--- src/rtl/mdec_pkg.sv ---
package mdec_pkg;
    // Acquisition progress of the receive decoder.
    typedef enum logic [1:0] {
        ACQ_IDLE  = 2'd0,   // no carrier, phase free-running
        ACQ_SEEK0 = 2'd1,   // carrier up, waiting for first 0 after a 1
        ACQ_HOLD  = 2'd2,   // phase frozen, waiting for second 0 after a 1
        ACQ_LOCK  = 2'd3    // phase aligned, strobes and data running
    } acq_state_t;
endpackage

--- src/rtl/mdec_glitch_filt.sv ---
// Pulse-width filter. The output follows the registered input only
// after it has held a new level for MIN_W consecutive samples.
// Assumes: the input is already synchronous to clk; the output resets to IDLE_LVL.
module mdec_glitch_filt #(
    parameter int   MIN_W    = 2,
    parameter logic IDLE_LVL = 1'b1
) (
    input  logic clk,
    input  logic rst_n,
    input  logic raw_i,
    output logic filt_o
);
    logic in_q;

    // Register the raw line once.
    always_ff @(posedge clk) begin
        if (!rst_n) in_q <= IDLE_LVL;
        else        in_q <= raw_i;
    end

    generate
        if (MIN_W <= 1) begin : g_pass
            // No filtering requested: one more register keeps the latency fixed.
            always_ff @(posedge clk) begin
                if (!rst_n) filt_o <= IDLE_LVL;
                else        filt_o <= in_q;
            end
        end else begin : g_count
            localparam int CW = $clog2(MIN_W) + 1;
            logic [CW-1:0] run_q;

            // Count how long a differing level has persisted; accept it at MIN_W.
            always_ff @(posedge clk) begin
                if (!rst_n) begin
                    filt_o <= IDLE_LVL;
                    run_q  <= '0;
                end else if (in_q == filt_o) begin
                    run_q  <= '0;
                end else if (run_q == CW'(MIN_W - 1)) begin
                    filt_o <= in_q;
                    run_q  <= '0;
                end else begin
                    run_q  <= run_q + 1'b1;
                end
            end
        end
    endgenerate
endmodule

--- src/rtl/mdec_edge_timer.sv ---
// Transition detector and interval timer on the filtered line.
// It flags transitions and falling edges, and reports whether the current
// interval is one full bit (OSR +/- 1 samples) or longer than TMO samples.
// Assumes: TMO >= OSR + 1.
module mdec_edge_timer #(
    parameter int   OSR      = 8,
    parameter int   TMO      = 12,
    parameter logic IDLE_LVL = 1'b1
) (
    input  logic clk,
    input  logic rst_n,
    input  logic filt_i,
    output logic trans_o,
    output logic fall_o,
    output logic full_gap_o,
    output logic timeout_o
);
    localparam int GW = $clog2(TMO + 2);
    localparam logic [GW-1:0] GAP_SAT = GW'(TMO + 1);

    logic          filt_q;
    logic [GW-1:0] gap_q;

    // Remember the previous filtered level for edge detection.
    always_ff @(posedge clk) begin
        if (!rst_n) filt_q <= IDLE_LVL;
        else        filt_q <= filt_i;
    end

    // Samples since the last transition, saturating just past the timeout.
    always_ff @(posedge clk) begin
        if (!rst_n)             gap_q <= '0;
        else if (trans_o)       gap_q <= GW'(1);
        else if (gap_q != GAP_SAT) gap_q <= gap_q + 1'b1;
    end

    // Classify the current sample.
    always_comb begin
        trans_o    = (filt_i != filt_q);
        fall_o     = trans_o && !filt_i;
        full_gap_o = (gap_q >= GW'(OSR - 1)) && (gap_q <= GW'(OSR + 1));
        timeout_o  = (gap_q > GW'(TMO));
    end
endmodule

--- src/rtl/mdec_acq_ctrl.sv ---
// Acquisition sequencer and bit-phase counter.
// When idle, the phase counter runs freely at the bit rate. The first 0
// after a 1 freezes it. The second such 0 restarts it aligned to
// mid-cell, and that moment is lock. Once locked, mid-cell edges
// re-centre the counter.
// Assumes: OSR >= 4 and even.
module mdec_acq_ctrl
    import mdec_pkg::*;
#(
    parameter int OSR = 8,
    localparam int PW = $clog2(OSR)
) (
    input  logic          clk,
    input  logic          rst_n,
    input  logic          trans_i,
    input  logic          fall_i,
    input  logic          full_gap_i,
    input  logic          timeout_i,
    output acq_state_t    state_o,
    output logic [PW-1:0] phase_o
);
    localparam int MID = OSR / 2;

    acq_state_t    state_d;
    logic [PW-1:0] phase_inc;
    logic          zero_seen;
    logic          mid_edge;

    // Next-state decision for acquisition.
    always_comb begin
        zero_seen = fall_i && full_gap_i;
        state_d   = state_o;
        unique case (state_o)
            ACQ_IDLE:  if (trans_i)   state_d = ACQ_SEEK0;
            ACQ_SEEK0: if (timeout_i) state_d = ACQ_IDLE;
                       else if (zero_seen) state_d = ACQ_HOLD;
            ACQ_HOLD:  if (timeout_i) state_d = ACQ_IDLE;
                       else if (zero_seen) state_d = ACQ_LOCK;
            ACQ_LOCK:  if (timeout_i) state_d = ACQ_IDLE;
            default:   state_d = ACQ_IDLE;
        endcase
    end

    // Phase helpers: wrapping increment and mid-cell window test.
    always_comb begin
        phase_inc = (phase_o == PW'(OSR - 1)) ? '0 : phase_o + 1'b1;
        mid_edge  = trans_i && (phase_o >= PW'(MID - 1)) && (phase_o <= PW'(MID + 1));
    end

    // State register.
    always_ff @(posedge clk) begin
        if (!rst_n) state_o <= ACQ_IDLE;
        else        state_o <= state_d;
    end

    // Phase counter: free-run, freeze, align, or track.
    always_ff @(posedge clk) begin
        if (!rst_n) begin
            phase_o <= '0;
        end else begin
            unique case (state_o)
                ACQ_HOLD: phase_o <= (state_d == ACQ_LOCK) ? PW'(MID + 1) : phase_o;
                ACQ_LOCK: phase_o <= mid_edge ? PW'(MID + 1) : phase_inc;
                default:  phase_o <= phase_inc;
            endcase
        end
    end
endmodule

--- src/rtl/mdec_data_out.sv ---
// Strobe and data stage. While running, it samples the inverted line at
// the quarter point of each cell, pulses the strobe, and presents the bit
// taken one cell earlier. While not running, data is held high and no
// strobe is issued.
// Assumes: phase_i counts sample positions 0..OSR-1 within the cell.
module mdec_data_out #(
    parameter int OSR = 8,
    localparam int PW = $clog2(OSR)
) (
    input  logic          clk,
    input  logic          rst_n,
    input  logic          run_i,
    input  logic [PW-1:0] phase_i,
    input  logic          filt_i,
    output logic          stb_o,
    output logic          data_o
);
    localparam int QTR = OSR / 4;

    logic samp_q;
    logic at_qtr;

    // Quarter-cell sampling point.
    always_comb at_qtr = run_i && (phase_i == PW'(QTR));

    // Strobe, bit capture and one-cell-delayed data output.
    always_ff @(posedge clk) begin
        if (!rst_n || !run_i) begin
            stb_o  <= 1'b0;
            samp_q <= 1'b1;
            data_o <= 1'b1;
        end else begin
            stb_o <= at_qtr;
            if (at_qtr) begin
                samp_q <= ~filt_i;
                data_o <= samp_q;
            end
        end
    end
endmodule

--- src/rtl/mdec_rx.sv ---
// Manchester receive decoder: glitch filter, edge timer, acquisition
// sequencer and data stage in a chain.
// Assumes: the line idles high and clk runs at OSR samples per bit.
module mdec_rx
    import mdec_pkg::*;
#(
    parameter int OSR        = 8,
    parameter int GLITCH_MIN = 2
) (
    input  logic clk,
    input  logic rst_n,
    input  logic rx_in,
    output logic crs_o,
    output logic clk_stb_o,
    output logic rx_data_o
);
    localparam int   TMO      = (3 * OSR) / 2;
    localparam int   PW       = $clog2(OSR);
    localparam logic IDLE_LVL = 1'b1;

    logic          filt;
    logic          trans;
    logic          fall;
    logic          full_gap;
    logic          timeout;
    acq_state_t    state;
    logic [PW-1:0] phase;
    logic          run;

    mdec_glitch_filt #(.MIN_W(GLITCH_MIN), .IDLE_LVL(IDLE_LVL)) u_filt (
        .clk    (clk),
        .rst_n  (rst_n),
        .raw_i  (rx_in),
        .filt_o (filt)
    );

    mdec_edge_timer #(.OSR(OSR), .TMO(TMO), .IDLE_LVL(IDLE_LVL)) u_edge (
        .clk        (clk),
        .rst_n      (rst_n),
        .filt_i     (filt),
        .trans_o    (trans),
        .fall_o     (fall),
        .full_gap_o (full_gap),
        .timeout_o  (timeout)
    );

    mdec_acq_ctrl #(.OSR(OSR)) u_acq (
        .clk        (clk),
        .rst_n      (rst_n),
        .trans_i    (trans),
        .fall_i     (fall),
        .full_gap_i (full_gap),
        .timeout_i  (timeout),
        .state_o    (state),
        .phase_o    (phase)
    );

    // Data runs only while locked and not timing out this cycle.
    always_comb begin
        run   = (state == ACQ_LOCK) && !timeout;
        crs_o = (state != ACQ_IDLE);
    end

    mdec_data_out #(.OSR(OSR)) u_data (
        .clk     (clk),
        .rst_n   (rst_n),
        .run_i   (run),
        .phase_i (phase),
        .filt_i  (filt),
        .stb_o   (clk_stb_o),
        .data_o  (rx_data_o)
    );
endmodule

--- config.mk ---
export PLATFORM = sky130hd
export DESIGN_NAME = mdec_rx
export DESIGN_NICKNAME = d
export VERILOG_FILES = /design/src/rtl/mdec_pkg.sv /design/src/rtl/mdec_glitch_filt.sv /design/src/rtl/mdec_edge_timer.sv /design/src/rtl/mdec_acq_ctrl.sv /design/src/rtl/mdec_data_out.sv /design/src/rtl/mdec_rx.sv
export SDC_FILE = /design/constraint.sdc
export NUM_CORES = 1
export LEC_CHECK = 0
export ABC_CLOCK_PERIOD_IN_PS = 2000
export BUFFER_PORTS_ARGS = -buffer_cell sky130_fd_sc_hd__buf_2
export CAP_MARGIN = 25
export CORE_AREA = 5 5 53 55
export CTS_CLUSTER_SIZE = 28
export DETAILED_ROUTE_END_ITERATION = 8
export DIE_AREA = 0 0 58 60
export HOLD_SLACK_MARGIN = 0.1
export PLACE_DENSITY = 0.56
export SYNTH_ARGS = -nofsm -noshare
export SYNTH_HDL_FRONTEND = slang
export SYNTH_HIERARCHICAL = 1
export SYNTH_SLANG_ARGS = --single-unit
--- constraint.sdc ---
create_clock -name clk -period 2 [get_ports clk]
set_clock_uncertainty 0.05 [all_clocks]
set_input_delay 0.3 -clock clk [delete_from_list [all_inputs] [get_ports clk]]
set_output_delay 0.3 -clock clk [all_outputs]
set_load 0.02 [all_outputs]
=== Word-level counts from Yosys, hierarchy flattened ===
Index checks and enable logic that the tools add are counted.

* Bits in registers: 17
* Word-level logic and storage cells: 64
* Output and inout bits: 3

* $lt $le $gt $ge: 5
* Multiplexer cells: 13
* Bitwise logic cells: 3
* Reduce and logical (&&, ||, !) cells: 18
* Equality and inequality tests: 11
* $add $sub $neg: 3

{| class="wikitable"
|+ Operators with widths
! operator !! number
|-
| 2-bit two-way mux || 6
|-
| 3-bit two-way mux || 3
|-
| 2-bit one-hot mux with 4 select lines || 1
|-
| 1-bit logical AND || 7
|-
| 2-bit equality test, second input constant || 3
|-
| 3-bit one-hot mux with 2 select lines || 1
|-
| 4-bit by 1-bit adder with 4-bit output, second input constant || 1
|-
| 2-bit by 1-bit equality test with 1-bit output, second input constant || 2
|-
| 4-bit by 3-bit greater-or-equal comparator with 1-bit output, second input constant || 1
|-
| 4-bit > comparator, second input constant || 1
|-
| 4-bit <= comparator, second input constant || 1
|-
| 1-bit zero test || 4
|-
| 4-bit != test, second input constant || 1
|-
| 2-bit nonzero test || 2
|-
| 3-bit by 1-bit adder with 3-bit output, second input constant || 1
|-
| 3-bit by 2-bit equality test with 1-bit output, second input constant || 1
|-
| 3-bit equality test, second input constant || 1
|-
| 3-bit by 2-bit greater-or-equal comparator with 1-bit output, second input constant || 1
|-
| 3-bit <= comparator, second input constant || 1
|-
| 1-bit NOT || 3
|-
| 3-bit OR reduction || 1
|-
| 2-bit by 1-bit adder with 2-bit output, second input constant || 1
|-
| 2-bit zero test || 1
|-
| 1-bit two-way mux || 2
|-
| 6 further kinds || 6
|}

=== Longest topological paths before layout ===
* Depth in word-level cells: 9
* Gate-level depth with buffers: 7
* Depth with buffers taken out: 7

=== Cells and area by module ===
The synthesis kept the hierarchy.

{| class="wikitable"
|+ Modules (own cells, without submodules)
! module !! seq. area each (um^2) !! cells an instance !! instances !! area each (um^2)
|-
| mdec_acq_ctrl || 100.1 || 34 || 1 || 336.6
|-
| mdec_edge_timer || 100.1 || 35 || 1 || 302.8
|-
| mdec_glitch_filt || 80.1 || 12 || 1 || 142.6
|-
| mdec_data_out || 60.1 || 10 || 1 || 127.6
|-
| mdec_rx || 0.0 || 2 || 1 || 16.3
|}

=== Least setup slack after synthesis ===
OpenSTA, ideal clock, no wires.

* Path kind: reg-to-reg
* Start point: reg u_edge.gap_q[0]
* End point: reg u_data.stb_o
* Period minus slack after synthesis: 1.639 ns
* Required time: 1.834 ns
* Data arrival time: 1.473 ns
* Setup time: 0.116 ns
* Path slack: 0.361 ns
* Path buffers: 0
* Stages on the path, launching flop included: 7
* Path through: dfxtp_1 -> inv_1 -> ha_1 -> nor2_1 -> and3b_2 -> and4bb_2 -> and2_2

* Cells in the longest elaborated chain, start to end: 5
* Elaborated cells between the ends (all ways): 6
* Classes of those cells: 1 x order compare; 5 x reduce/logical

{| class="wikitable"
|+ RTL lines
! item !! RTL line !! text
|-
| start: declaration || mdec_edge_timer.sv:22 || <nowiki>logic [GW-1:0] gap_q;</nowiki>
|-
| start signal: assignment || mdec_edge_timer.sv:34 || <nowiki>else if (gap_q != GAP_SAT) gap_q <= gap_q + 1'b1;</nowiki>
|-
| 4-bit > comparator (*) || mdec_edge_timer.sv:42 || <nowiki>timeout_o = (gap_q > GW'(TMO));</nowiki>
|-
| named net timeout || mdec_rx.sv:25 || <nowiki>logic timeout;</nowiki>
|-
| 1-bit zero test (*) || mdec_rx.sv:60 || <nowiki>run = (state == ACQ_LOCK) && !timeout;</nowiki>
|-
| 1-bit logical AND (*) || mdec_rx.sv:60 ||
|-
| named net run || mdec_rx.sv:28 || <nowiki>logic run;</nowiki>
|-
| 1-bit zero test || mdec_data_out.sv:28 || <nowiki>if (!rst_n || !run_i) begin</nowiki>
|-
| 1-bit logical OR || mdec_data_out.sv:28 ||
|-
| end signal: assignment || mdec_data_out.sv:33 || <nowiki>stb_o <= at_qtr;</nowiki>
|-
| end: declaration || mdec_data_out.sv:15 || <nowiki>output logic stb_o,</nowiki>
|}

Mark *: on every way through the listed nets, which the timed path passes. The rest lies on a longest branch.
A chain may end at the register's enable or synchronous reset.

=== Final worst setup path ===
Ends and elaborated chain as after synthesis.

==> run_results.csv <==
group,metric,value,unit
yosys,ys_ff_latch,17,
sta,setup_viol,0,
sta,fmax,0.561,GHz
floorplan,io_pins,6,
route,vias,663,
power_and_ir_drop,p_int,0.464,mW
sta,post-route-period-util,89.1,%
yosys,synth_top_area_share,36.8,%
route,drc_errors,0,
floorplan,start_util,39.5,%
yosys,yosys_warnings,6,
finish,drive_gt1_share,21.6,%
place,port_buffers,5,
place,dp_hpwl,1110,um
sta,tightest_slew,0.274,ns
yosys,synthTopCellsByArea,"dfxtp_1 (37%), ha_1 (14%), mux2i_1 (4.3%)",
global_route,antenna_found_initial,0,
route,drtIter0Drc,15,
finish,area_growth,9.32,%
critical_path,required,2.14,ns
power_and_ir_drop,irDropWorstVdd,0.347,mV
critical_path,crit_arrival,1.93,ns
place,dp_slack,0.239,ns
global_route,grt_start_max_net_pins,18,
place,routabilityCongestion,0.825,
yosys,synth.most_common_cell,"dfxtp_1",
power_and_ir_drop,leakage,0.437,nW
clock_network,cts_hold_buffers,0,
floorplan,die_x,58,um
yosys,synth_common_cells,"dfxtp_1 (17), ha_1 (10), inv_1 (6), nor2_1 (6), nand2_1 (5)",
sta,tns,0,ns
clock_network,numCtsBuffers,3,
power_and_ir_drop,p_clk_share,29.1,%
global_route,grt_pass1_wl,2820,um
sta,rsz0062_at_grt,"false",
floorplan,dieArea,3480,um2
floorplan,die_h,60,um
yosys,synthCells,93,
sta,slew_headroom,81.6,%
global_route,met3_usage,2.16,%
yosys,syn_avg_cell_area,9.96,um2
route,dr.pass1.iters,2,
run_status,outcome,"finished, final reports clean",
yosys,netlist.top_cell.by_area,"dfxtp_1",
route,wl,1490,um
critical_path,critical_path_class,"reg2reg",
power_and_ir_drop,switching_power,0.172,mW
finish,diodes,0,
yosys,synth-main-ff-cell,"dfxtp_1",
yosys,async_flop_share,0,%
critical_path,cp-start-kind,"register",
sta,drv_slew,0,
critical_path,reg2reg_from,"u_edge/gap_q[0]",
global_route,use_met2,16.8,%
clock_network,root_buffer,"clkbuf_4",
power_and_ir_drop,switching_share,27.0,%
clock_network,h-tree-depth,1,
route,routed_via_density,5.02,
clock_network,cts_sinks,17,
clock_network,cts_tree,"yes",
global_route,grt-ovfl-total,0,
global_route,track_usage,10.3,%
floorplan,rows,18,
sta,hold_viol,0,
power_and_ir_drop,p_comb_share,12.4,%
hold_path,hold_start,"rx_in",
clock_network,clk_latency,0.29,ns
clock_network,clk_pin_slew,0.10,ns
critical_path,r2r_cells,6,
yosys,synth_area,926,um2
power_and_ir_drop,p_seq_share,58.5,%
yosys,synth_nets,106,
clock_network,clock_path_buffers,2,
power_and_ir_drop,powerDensity,629,nW/um2
yosys,yosysSeqAreaShare,36.8,%
finish,finalNetCount,116,
hold_path,holdPathStages,2,
floorplan,core,2340,um2
global_route,grt_pass1_vias,675,
sta,setup_slack,0.219,ns
flow_run,drv_cap,0,
global_route,grt_use_met1,12.9,%
yosys,ys_types,35,
global_route,busiest_layer,"met2",
critical_path,cp-end-kind,"register",
route,antenna_left,0,
critical_path,path_max_fanout,6,
hold_path,hold_end,"u_filt/in_q",
clock_network,post_cts_resized,0,
route,routedWlPerCell,11.3,um
sta,layout_min_cycle_time,1.78,ns
clock_network,post_cts_buffers,0,
hold_path,hold_path_class,"in2reg",
critical_path,r2r-end,"u_data/stb_o",
critical_path,ff2ff_setup_slack,0.22,ns
yosys,synth_edf_count,0,
flip-flops by register name, summed over array words and instances (netlist names):
| signal | count |
|---|---|
| u_filt/in_q | 1 |
| u_acq/state_o | 2 |
| u_filt/filt_o | 1 |
| u_data/samp_q | 1 |
| u_edge/gap_q | 4 |
| u_data/data_o | 1 |
| u_edge/filt_q | 1 |
| u_acq/phase_o | 3 |
| u_filt/g_count.run_q | 2 |
| u_data/stb_o | 1 |
metal layers:
layer | routed length [um] | part of all wire, % | vias up
met5 | 0 | 0 | -
met3 | 43 | 2.9 | 2
met2 | 691 | 47 | 4
li1 | - | - | 347
met4 | 18 | 1.2 | 0
met1 | 732 | 49 | 310
cells in the final DEF (no fill, tap or decap), types with 3 or more instances in the layout:
master,n
dfxtp_1,17
ha_1,10
inv_1,6
nor2_1,6
buf_2,5
nand2_1,5
mux2i_1,4
and3b_2,3
clkbuf_4,3
a31oi_1,3
nor3b_1,3
nand3_1,3
a21oi_1,3
worst max-delay path by stage:
stage                                from           end  cells past startpoint
final                     u_edge/gap_q[0]  u_data/stb_o                      6
after global routing      u_edge/gap_q[0]  u_data/stb_o                      6
after floorplan           u_edge/gap_q[0]  u_data/stb_o                      6
after detailed placement  u_edge/gap_q[0]  u_data/stb_o                      6
after CTS                 u_edge/gap_q[0]  u_data/stb_o                      6
after global placement    u_edge/gap_q[0]  u_data/stb_o                      6
layout make-up:
cell class	instances	area, um2
inverter	7	26.3
multi-input combinational	68	548
clock buffer	3	22.5
sequential	17	340
fill	238	1330
clock inverter	1	5.00
tap	30	37.5
timing repair buffer	6	32.5
metrics by stage:
step / cells / instance area (um2) / utilization, % / total power, mW / hold slack, ns
global placement: 128 / 985 / 42.0 / 0.457 / 0.364
finish: 132 / 1010 / 43.2 / 0.636 / 0.132
detailed placement: 128 / 985 / 42.0 / 0.459 / 0.385
floorplan: 93 / 926 / - / 0.439 / 0.312
global route: 132 / 1010 / 43.2 / 0.677 / 0.126
CTS: 132 / 1010 / 43.2 / 0.646 / 0.120
worst max-delay path, cell delays in order (launching register included):
cell      delay, ns
dfxtp_1        0.45
inv_1          0.10
ha_1           0.20
nor2_1         0.21
and3b_2        0.25
and4bb_2       0.25
and2_2         0.19
cells by family after synthesis:
family                     after synthesis  share of synthesized area (%)
buffers and inverters                    8                           4.05
muxes                                    4                           4.32
and+or+nand+nor                         36                           25.7
AOI/OAI and AO/OA                       16                           13.8
adders and majority gates               10                           13.5
DFF                                     17                           36.8
xor gates and xnor gates                 2                           1.89
power by group through the flow:
stage / clock (mW) / sequential (mW) / combinational, mW
4_1_cts: 0.195 / 0.372 / 0.0795
6_report: 0.185 / 0.372 / 0.0787
3_5_place_dp: 0 / 0.380 / 0.0789
3_3_place_gp: 0 / 0.380 / 0.0773
5_1_grt: 0.212 / 0.375 / 0.0902
2_1_floorplan: 0 / 0.375 / 0.0638
Power figures use the tool's default switching activity.
